===== src/rtl/mbus_pkg.sv =====
// Package: shared types and status codes for the multiplexed bus sequencer.
// Assumes a four-phase cycle and a three-bit status bus.
package mbus_pkg;

    typedef enum logic [1:0] {
        K_READ    = 2'd0,
        K_WRITE   = 2'd1,
        K_REFRESH = 2'd2
    } kind_e;

    typedef enum logic [2:0] {
        PH_IDLE = 3'd0,
        PH_T1   = 3'd1,
        PH_T2   = 3'd2,
        PH_T3   = 3'd3,
        PH_T4   = 3'd4
    } phase_e;

    localparam logic [2:0] ST_MEM_RD  = 3'b101;
    localparam logic [2:0] ST_MEM_WR  = 3'b110;
    localparam logic [2:0] ST_PASSIVE = 3'b111;

endpackage


===== src/rtl/mbus_req_arb.sv =====
// Module: fixed-priority request selection (refresh > write > read).
// Assumes the caller says when a new cycle may start via 'free'.
module mbus_req_arb
    import mbus_pkg::*;
(
    input  logic  free,
    input  logic  req_rfsh,
    input  logic  req_wr,
    input  logic  req_rd,
    output logic  take,
    output kind_e take_kind
);

    // Pick the winning request and decide acceptance.
    always_comb begin
        take = free && (req_rfsh || req_wr || req_rd);
        if (req_rfsh)    take_kind = K_REFRESH;
        else if (req_wr) take_kind = K_WRITE;
        else             take_kind = K_READ;
    end

endmodule


===== src/rtl/mbus_phase_ctl.sv =====
// Module: phase sequencer T1..T4 with request capture.
// Assumes a new request is only offered through 'take' when 'free' is high.
module mbus_phase_ctl
    import mbus_pkg::*;
#(
    parameter int AW = 20,
    parameter int DW = 16
) (
    input  logic          clk,
    input  logic          rst_n,
    input  logic          take,
    input  kind_e         take_kind,
    input  logic          take_bus16,
    input  logic          take_byte,
    input  logic [AW-1:0] take_addr,
    input  logic [DW-1:0] take_wdata,
    output phase_e        phase,
    output logic          free,
    output kind_e         cur_kind,
    output logic          cur_bus16,
    output logic          cur_byte,
    output logic [AW-1:0] cur_addr,
    output logic [DW-1:0] cur_wdata
);

    phase_e phase_q;
    phase_e phase_d;

    // Next-phase decode: fixed four-phase walk, restart only from idle or T4.
    always_comb begin
        case (phase_q)
            PH_T1:   phase_d = PH_T2;
            PH_T2:   phase_d = PH_T3;
            PH_T3:   phase_d = PH_T4;
            default: phase_d = take ? PH_T1 : PH_IDLE;
        endcase
    end

    // Phase register.
    always_ff @(posedge clk) begin
        if (!rst_n) phase_q <= PH_IDLE;
        else        phase_q <= phase_d;
    end

    // Capture the accepted request for the whole cycle (and T4 hold).
    always_ff @(posedge clk) begin
        if (!rst_n) begin
            cur_kind  <= K_READ;
            cur_bus16 <= 1'b1;
            cur_byte  <= 1'b0;
            cur_addr  <= '0;
            cur_wdata <= '0;
        end else if (take) begin
            cur_kind  <= take_kind;
            cur_bus16 <= take_bus16;
            cur_byte  <= take_byte;
            cur_addr  <= take_addr;
            cur_wdata <= take_wdata;
        end
    end

    assign phase = phase_q;
    assign free  = (phase_q == PH_IDLE) || (phase_q == PH_T4);

endmodule


===== src/rtl/mbus_pin_map.sv =====
// Module: decodes phase and captured request into external pin values.
// Assumes DW is two byte lanes and AW > DW.
module mbus_pin_map
    import mbus_pkg::*;
#(
    parameter int AW = 20,
    parameter int DW = 16
) (
    input  phase_e           phase,
    input  kind_e            cur_kind,
    input  logic             cur_bus16,
    input  logic             cur_byte,
    input  logic [AW-1:0]    cur_addr,
    input  logic [DW-1:0]    cur_wdata,
    output logic             ale,
    output logic [2:0]       status,
    output logic             rd_n,
    output logic             wr_n,
    output logic             bhe_n,
    output logic             rfsh_n,
    output logic [AW-DW-1:0] a_hi,
    output logic [DW-1:0]    ad_out,
    output logic [1:0]       ad_oe
);

    localparam int LW = DW / 2;

    logic addr_ph, data_ph, strobe_ph, held_ph;
    logic is_rf, is_wr;
    logic a0_val, bhe_act, rfsh_act;

    // Phase windows and request class.
    always_comb begin
        addr_ph   = (phase == PH_T1);
        strobe_ph = (phase == PH_T2) || (phase == PH_T3);
        data_ph   = strobe_ph || (phase == PH_T4);
        held_ph   = addr_ph || strobe_ph;
        is_rf     = (cur_kind == K_REFRESH);
        is_wr     = (cur_kind == K_WRITE);
    end

    // A0, high-byte enable and refresh strobe selection per width and size.
    always_comb begin
        if (is_rf)                      a0_val = 1'b1;
        else if (!cur_bus16 || cur_byte) a0_val = cur_addr[0];
        else                            a0_val = 1'b0;
        bhe_act  = cur_bus16 && !is_rf && (!cur_byte || cur_addr[0]);
        rfsh_act = !cur_bus16 && is_rf;
    end

    // Control strobes and status.
    always_comb begin
        ale    = addr_ph;
        status = held_ph ? (is_wr ? ST_MEM_WR : ST_MEM_RD) : ST_PASSIVE;
        rd_n   = !(strobe_ph && !is_wr);
        wr_n   = !(strobe_ph && is_wr);
        bhe_n  = !(held_ph && bhe_act);
        rfsh_n = !(held_ph && rfsh_act);
        a_hi   = held_ph ? cur_addr[AW-1:DW] : '0;
    end

    // Shared-line value: address in T1, lane-mapped data afterwards.
    always_comb begin
        ad_out = '0;
        if (addr_ph) begin
            ad_out = {cur_addr[DW-1:1], a0_val};
        end else if (data_ph) begin
            if (is_wr && cur_bus16 && !cur_byte)
                ad_out = cur_wdata;
            else if (is_wr && cur_bus16)
                ad_out = {cur_wdata[LW-1:0], cur_wdata[LW-1:0]};
            else if (is_wr)
                ad_out = {cur_addr[DW-1:LW], cur_wdata[LW-1:0]};
            else if (!cur_bus16)
                ad_out = {cur_addr[DW-1:LW], {LW{1'b0}}};
        end
    end

    // Per-lane output enable; the upper lane keeps the address on the 8-bit bus.
    for (genvar ln = 0; ln < 2; ln++) begin : g_lane
        always_comb begin
            ad_oe[ln] = addr_ph ||
                        (data_ph && (is_wr || (!cur_bus16 && (ln != 0))));
        end
    end

endmodule


===== src/rtl/mbus_rdata_cap.sv =====
// Module: read-data capture at the end of T3 and the done pulse in T4.
// Assumes ad_in is stable at the T3 closing edge; refresh data is dropped.
module mbus_rdata_cap
    import mbus_pkg::*;
#(
    parameter int DW = 16
) (
    input  logic          clk,
    input  logic          rst_n,
    input  phase_e        phase,
    input  kind_e         cur_kind,
    input  logic          cur_bus16,
    input  logic          cur_byte,
    input  logic          cur_a0,
    input  logic [DW-1:0] ad_in,
    output logic [DW-1:0] rd_data,
    output logic          done
);

    localparam int LW = DW / 2;

    logic [DW-1:0] sel;

    // Lane selection and zero-extension of the returned value.
    always_comb begin
        if (cur_bus16 && !cur_byte)        sel = ad_in;
        else if (cur_bus16 && cur_a0)      sel = {{LW{1'b0}}, ad_in[DW-1:LW]};
        else                               sel = {{LW{1'b0}}, ad_in[LW-1:0]};
    end

    // Load read data at the T3 closing edge; flag done for reads and writes.
    always_ff @(posedge clk) begin
        if (!rst_n) begin
            rd_data <= '0;
            done    <= 1'b0;
        end else begin
            done <= (phase == PH_T3) && (cur_kind != K_REFRESH);
            if ((phase == PH_T3) && (cur_kind == K_READ))
                rd_data <= sel;
        end
    end

endmodule


===== src/rtl/mbus_cycle_seq.sv =====
// Module: top of the multiplexed bus cycle sequencer.
// Assumes one outstanding request at a time, no wait states, DW = 16.
module mbus_cycle_seq
    import mbus_pkg::*;
#(
    parameter int AW = 20,
    parameter int DW = 16
) (
    input  logic             clk,
    input  logic             rst_n,
    input  logic             bus16,
    input  logic             req_rd,
    input  logic             req_wr,
    input  logic             req_rfsh,
    input  logic             req_byte,
    input  logic [AW-1:0]    req_addr,
    input  logic [DW-1:0]    req_wdata,
    output logic             req_ack,
    output logic             ale,
    output logic [2:0]       status,
    output logic             rd_n,
    output logic             wr_n,
    output logic             bhe_n,
    output logic             rfsh_n,
    output logic [AW-DW-1:0] a_hi,
    output logic [DW-1:0]    ad_out,
    output logic [1:0]       ad_oe,
    input  logic [DW-1:0]    ad_in,
    output logic [DW-1:0]    rd_data,
    output logic             done
);

    logic          free, take;
    kind_e         take_kind, cur_kind;
    phase_e        phase;
    logic          cur_bus16, cur_byte;
    logic [AW-1:0] cur_addr;
    logic [DW-1:0] cur_wdata;

    mbus_req_arb u_arb (
        .free      (free),
        .req_rfsh  (req_rfsh),
        .req_wr    (req_wr),
        .req_rd    (req_rd),
        .take      (take),
        .take_kind (take_kind)
    );

    mbus_phase_ctl #(.AW(AW), .DW(DW)) u_phase (
        .clk        (clk),
        .rst_n      (rst_n),
        .take       (take),
        .take_kind  (take_kind),
        .take_bus16 (bus16),
        .take_byte  (req_byte),
        .take_addr  (req_addr),
        .take_wdata (req_wdata),
        .phase      (phase),
        .free       (free),
        .cur_kind   (cur_kind),
        .cur_bus16  (cur_bus16),
        .cur_byte   (cur_byte),
        .cur_addr   (cur_addr),
        .cur_wdata  (cur_wdata)
    );

    mbus_pin_map #(.AW(AW), .DW(DW)) u_pins (
        .phase     (phase),
        .cur_kind  (cur_kind),
        .cur_bus16 (cur_bus16),
        .cur_byte  (cur_byte),
        .cur_addr  (cur_addr),
        .cur_wdata (cur_wdata),
        .ale       (ale),
        .status    (status),
        .rd_n      (rd_n),
        .wr_n      (wr_n),
        .bhe_n     (bhe_n),
        .rfsh_n    (rfsh_n),
        .a_hi      (a_hi),
        .ad_out    (ad_out),
        .ad_oe     (ad_oe)
    );

    mbus_rdata_cap #(.DW(DW)) u_rcap (
        .clk       (clk),
        .rst_n     (rst_n),
        .phase     (phase),
        .cur_kind  (cur_kind),
        .cur_bus16 (cur_bus16),
        .cur_byte  (cur_byte),
        .cur_a0    (cur_addr[0]),
        .ad_in     (ad_in),
        .rd_data   (rd_data),
        .done      (done)
    );

    assign req_ack = take;

endmodule


===== config.mk =====
export PLATFORM = sky130hd
export DESIGN_NAME = mbus_cycle_seq
export DESIGN_NICKNAME = d
export VERILOG_FILES = /design/src/rtl/mbus_pkg.sv /design/src/rtl/mbus_req_arb.sv /design/src/rtl/mbus_phase_ctl.sv /design/src/rtl/mbus_pin_map.sv /design/src/rtl/mbus_rdata_cap.sv /design/src/rtl/mbus_cycle_seq.sv
export SDC_FILE = /design/constraint.sdc
export NUM_CORES = 1
export LEC_CHECK = 0
export ABC_CLOCK_PERIOD_IN_PS = 2400
export BUFFER_PORTS_ARGS = -buffer_cell sky130_fd_sc_hd__buf_2
export CAP_MARGIN = 20
export CORE_ASPECT_RATIO = 1.4
export CORE_UTILIZATION = 45
export DETAILED_ROUTE_END_ITERATION = 10
export PLACE_DENSITY_LB_ADDON = 0.25
export SLEW_MARGIN = 10
export SYNTH_ARGS = -nofsm -noshare
export SYNTH_HDL_FRONTEND = slang
export SYNTH_SLANG_ARGS = --single-unit

===== constraint.sdc =====
create_clock -name clk -period 2.4 [get_ports clk]
set_clock_uncertainty 0.15 [all_clocks]
set_input_delay 0.24 -clock clk [delete_from_list [all_inputs] [get_ports clk]]
set_output_delay 0.24 -clock clk [all_outputs]
set_load 0.05 [all_outputs]

==> metrics.cfg <==
[drt]
viasPerCell=5.604
wl_per_cell_um=15.69
detail-route-antenna-nets=0
vias=3026
drt_pre_antenna_iters=4
drt_wl_total_mm=8.471
drc_errors=0
drtIter0Drc=267

[worst_hold_path]
hp-class=input pin to flop

[die]
initial_utilization_pct=47.46
io_pins=107
fp.coreArea_mm2=0.005987
rows=33
die_h_um=96.02
die_w_um=69.16
die_area_mm2=0.006641

[placement]
dp_cells=499
numPortBuffers=105
dp_hpwl_mm=5.740
postPlaceCellArea_mm2=0.003381
gp_congestion=0.8562

[grt]
globalRouteMet3Util_pct=4.188
globalRouteOverflowTotal=0
antenna_found_initial=0
gr-max-usage-layer=met2
grt_pass1_vias=2855
grt_pass1_wl_mm=13.61
grtUsageMet1_pct=31.21
track_usage_pct=26.04
grt_use_met2_pct=44.90
grt_max_degree=45

[yosys]
syn_avg_cell_area_um2=8.165
synth.area.top_cells=dfxtp_1, a21oi_1, o21ai_0, nand3_1, mux2i_1
syn_inst=348
yosysWarningCount=0
syn-num-nets=407
synth-async-reset-ratio_pct=0
synth_area_mm2=0.002841
synth_enable_flop_cells=0
synth_seq_cells=60
yosysSeqAreaShare_pct=42.27
synth.distinct_cells=40
synthFlopType=dfxtp_1
yosys.area.top_type=dfxtp_1
yosysTopAreaCellShare_pct=42.27

[clocking]
htree_levels=3
clock_sinks=60
cts_buffers=9
clkTransAtPathRegs_ps=70
cts_root_buf=clkbuf_8
clk-insertion-delay-late_ps=340
clk_path_buf_depth=2
cts_tree=done

[timing]
tightest_slew_ps=620.1
rsz0062_at_grt=no
relSlewSlack_pct=58.66
max_clock_freq_mhz=437.1
finalHoldViolCount=0
final_max_slew_viol_count=0
finalCritPeriodShare_pct=95.33
setup_viol=0
fin_tns_setup_ps=0
min_period_ps=2288

[final_layout]
drive_above_1_share_pct=31.06
num-fill-cells=513
fin_cells=540
syn2layout_area_growth_pct=36.55
nNetsFinal=524
fin_area_mm2=0.003880
diodes=0

[power_and_ir_drop]
p_per_area_mw_per_mm2=1021
vdd_drop_max_v=0.0005435
p_leak_uw=0.001724
power_uw=3963

[worst_setup_path]
end_kind=primary output
worstSetupPathType=flop to primary output
crit_path_max_fanout=16
crit_required_ps=2010
critical_path.startpoint_type=flop
worstPathArrival_ps=1900

[run_status]
outcome=completed

[job]
drv_cap=0

-- sequential cells by signal, summed over array words and instances, names as in the netlist --
signal and flops:
u_phase.cur_wdata 16, u_phase.cur_byte 1, u_phase.cur_kind 2, u_phase.phase 3
u_phase.cur_addr 20, u_rcap.done 1, u_phase.cur_bus16 1, u_rcap.rd_data 16
-- area by class of cell --
class | count | area, um^2 | area share, %
Inverter | 5 | 23.77 | 0.6127
Timing Repair Buffer | 142 | 888.4 | 22.90
Sequential cell | 60 | 1206 | 31.09
Tap cell | 70 | 87.58 | 2.257
Clock inverter | 7 | 98.84 | 2.548
Multi-Input combinational cell | 247 | 1451 | 37.41
Clock buffer | 9 | 123.9 | 3.193
-- routing by layer --
layer  share of wire (%)  wire (um)  vias to the layer above
li1                    -          -                     1502
met1                  42       3542                     1377
met2                  50       4248                      128
met3                 5.5        467                       19
met4                 2.5        213                        0
met5                   0          0                        -
-- report_power, final --
part | total (uW) | internal (uW) | switching, uW
logic | 1640 | 519 | 1120
registers | 1310 | 1170 | 146
clock network | 1010 | 589 | 418
total | 3960 | 2280 | 1690
-- layout by cell type, fill, tap and decap left out, types with 2 or more instances in the layout --
master / count
and2_1: 4
a211oi_1: 8
a21oi_1: 62
buf_4: 15
o22ai_1: 8
o21ai_0: 46
buf_2: 100
inv_6: 2
nand4_1: 8
dlygate4sd3_1: 24
nand2_1: 9
clkinv_4: 2
o211ai_1: 3
o2bb2ai_1: 9
mux2i_1: 15
nor2b_1: 5
nand2b_1: 2
or2_2: 2
bufinv_16: 2
inv_1: 3
nor2_1: 7
clkbuf_8: 9
nand3_1: 39
dfxtp_1: 58
clkbuf_4: 2
-- critical path: stages, from the launching register on --
cell	delay, ps
dfxtp_4	390
or3b_4	420
buf_4	220
mux2i_1	140
a21oi_1	110
buf_2	270
-- cells by family after synthesis --
kind of cell / count (synthesis) / synth area share (%)
AO/OA/AOI/OAI: 142 / 28.14
XOR/XNOR: 1 / 0.3083
buffers and inverters: 41 / 7.309
flip-flops: 60 / 42.27
multiplexers: 15 / 5.284
other: 1 / 0.1320
AND/OR/NAND/NOR: 88 / 16.56
-- worst paths after layout --
kind / start / to / slack, ps / depth (start not counted)
max: u_phase.phase[0] / ad_out[6] / 110 / 5
min: req_addr[2] / u_phase.cur_addr[2] / 10 / 3
max reg2reg: u_phase.phase[0] / u_phase.cur_bus16 / 600 / 4
min reg2reg: u_phase.cur_addr[19] / u_phase.cur_addr[19] / 330 / 2
-- cells in the mapped netlist, drive strengths merged (2+ instances only) --
cell type	instances
o21ai	48
buf	17
nor2	8
nand4	8
nor3	2
inv	4
nor2b	6
dfxtp	60
nor3b	2
nand2b	2
and2	4
clkbuf	19
nand2	9
o22ai	8
a21oi	62
o211ai	3
or2	2
nand3	39
mux2i	15
a211oi	8
o2bb2ai	9
-- repair_timing --
| item | 4_1_cts | 5_1_grt |
|---|---|---|
| setup buffers | 0 | 1 |
| gates resized for setup | 7 | 5 |
| pin swaps | 1 | 1 |
| setup endpoints to repair | 15 | 16 |
| hold endpoints to repair | 24 | 0 |
| hold buffers | 24 | 0 |
-- metrics by stage --
stage	hold slack (ps)	worst slack, ps	utilization, %
final	13.88	112.2	64.81
after global routing	5.755	20.28	64.81
after CTS	2.307	1.066	64.49
after detailed placement	313.3	252.0	56.47
after global placement	306.6	303.0	56.47
after floorplan	178.9	57.92	-
Note: power is estimated with default switching activity, not from simulation.
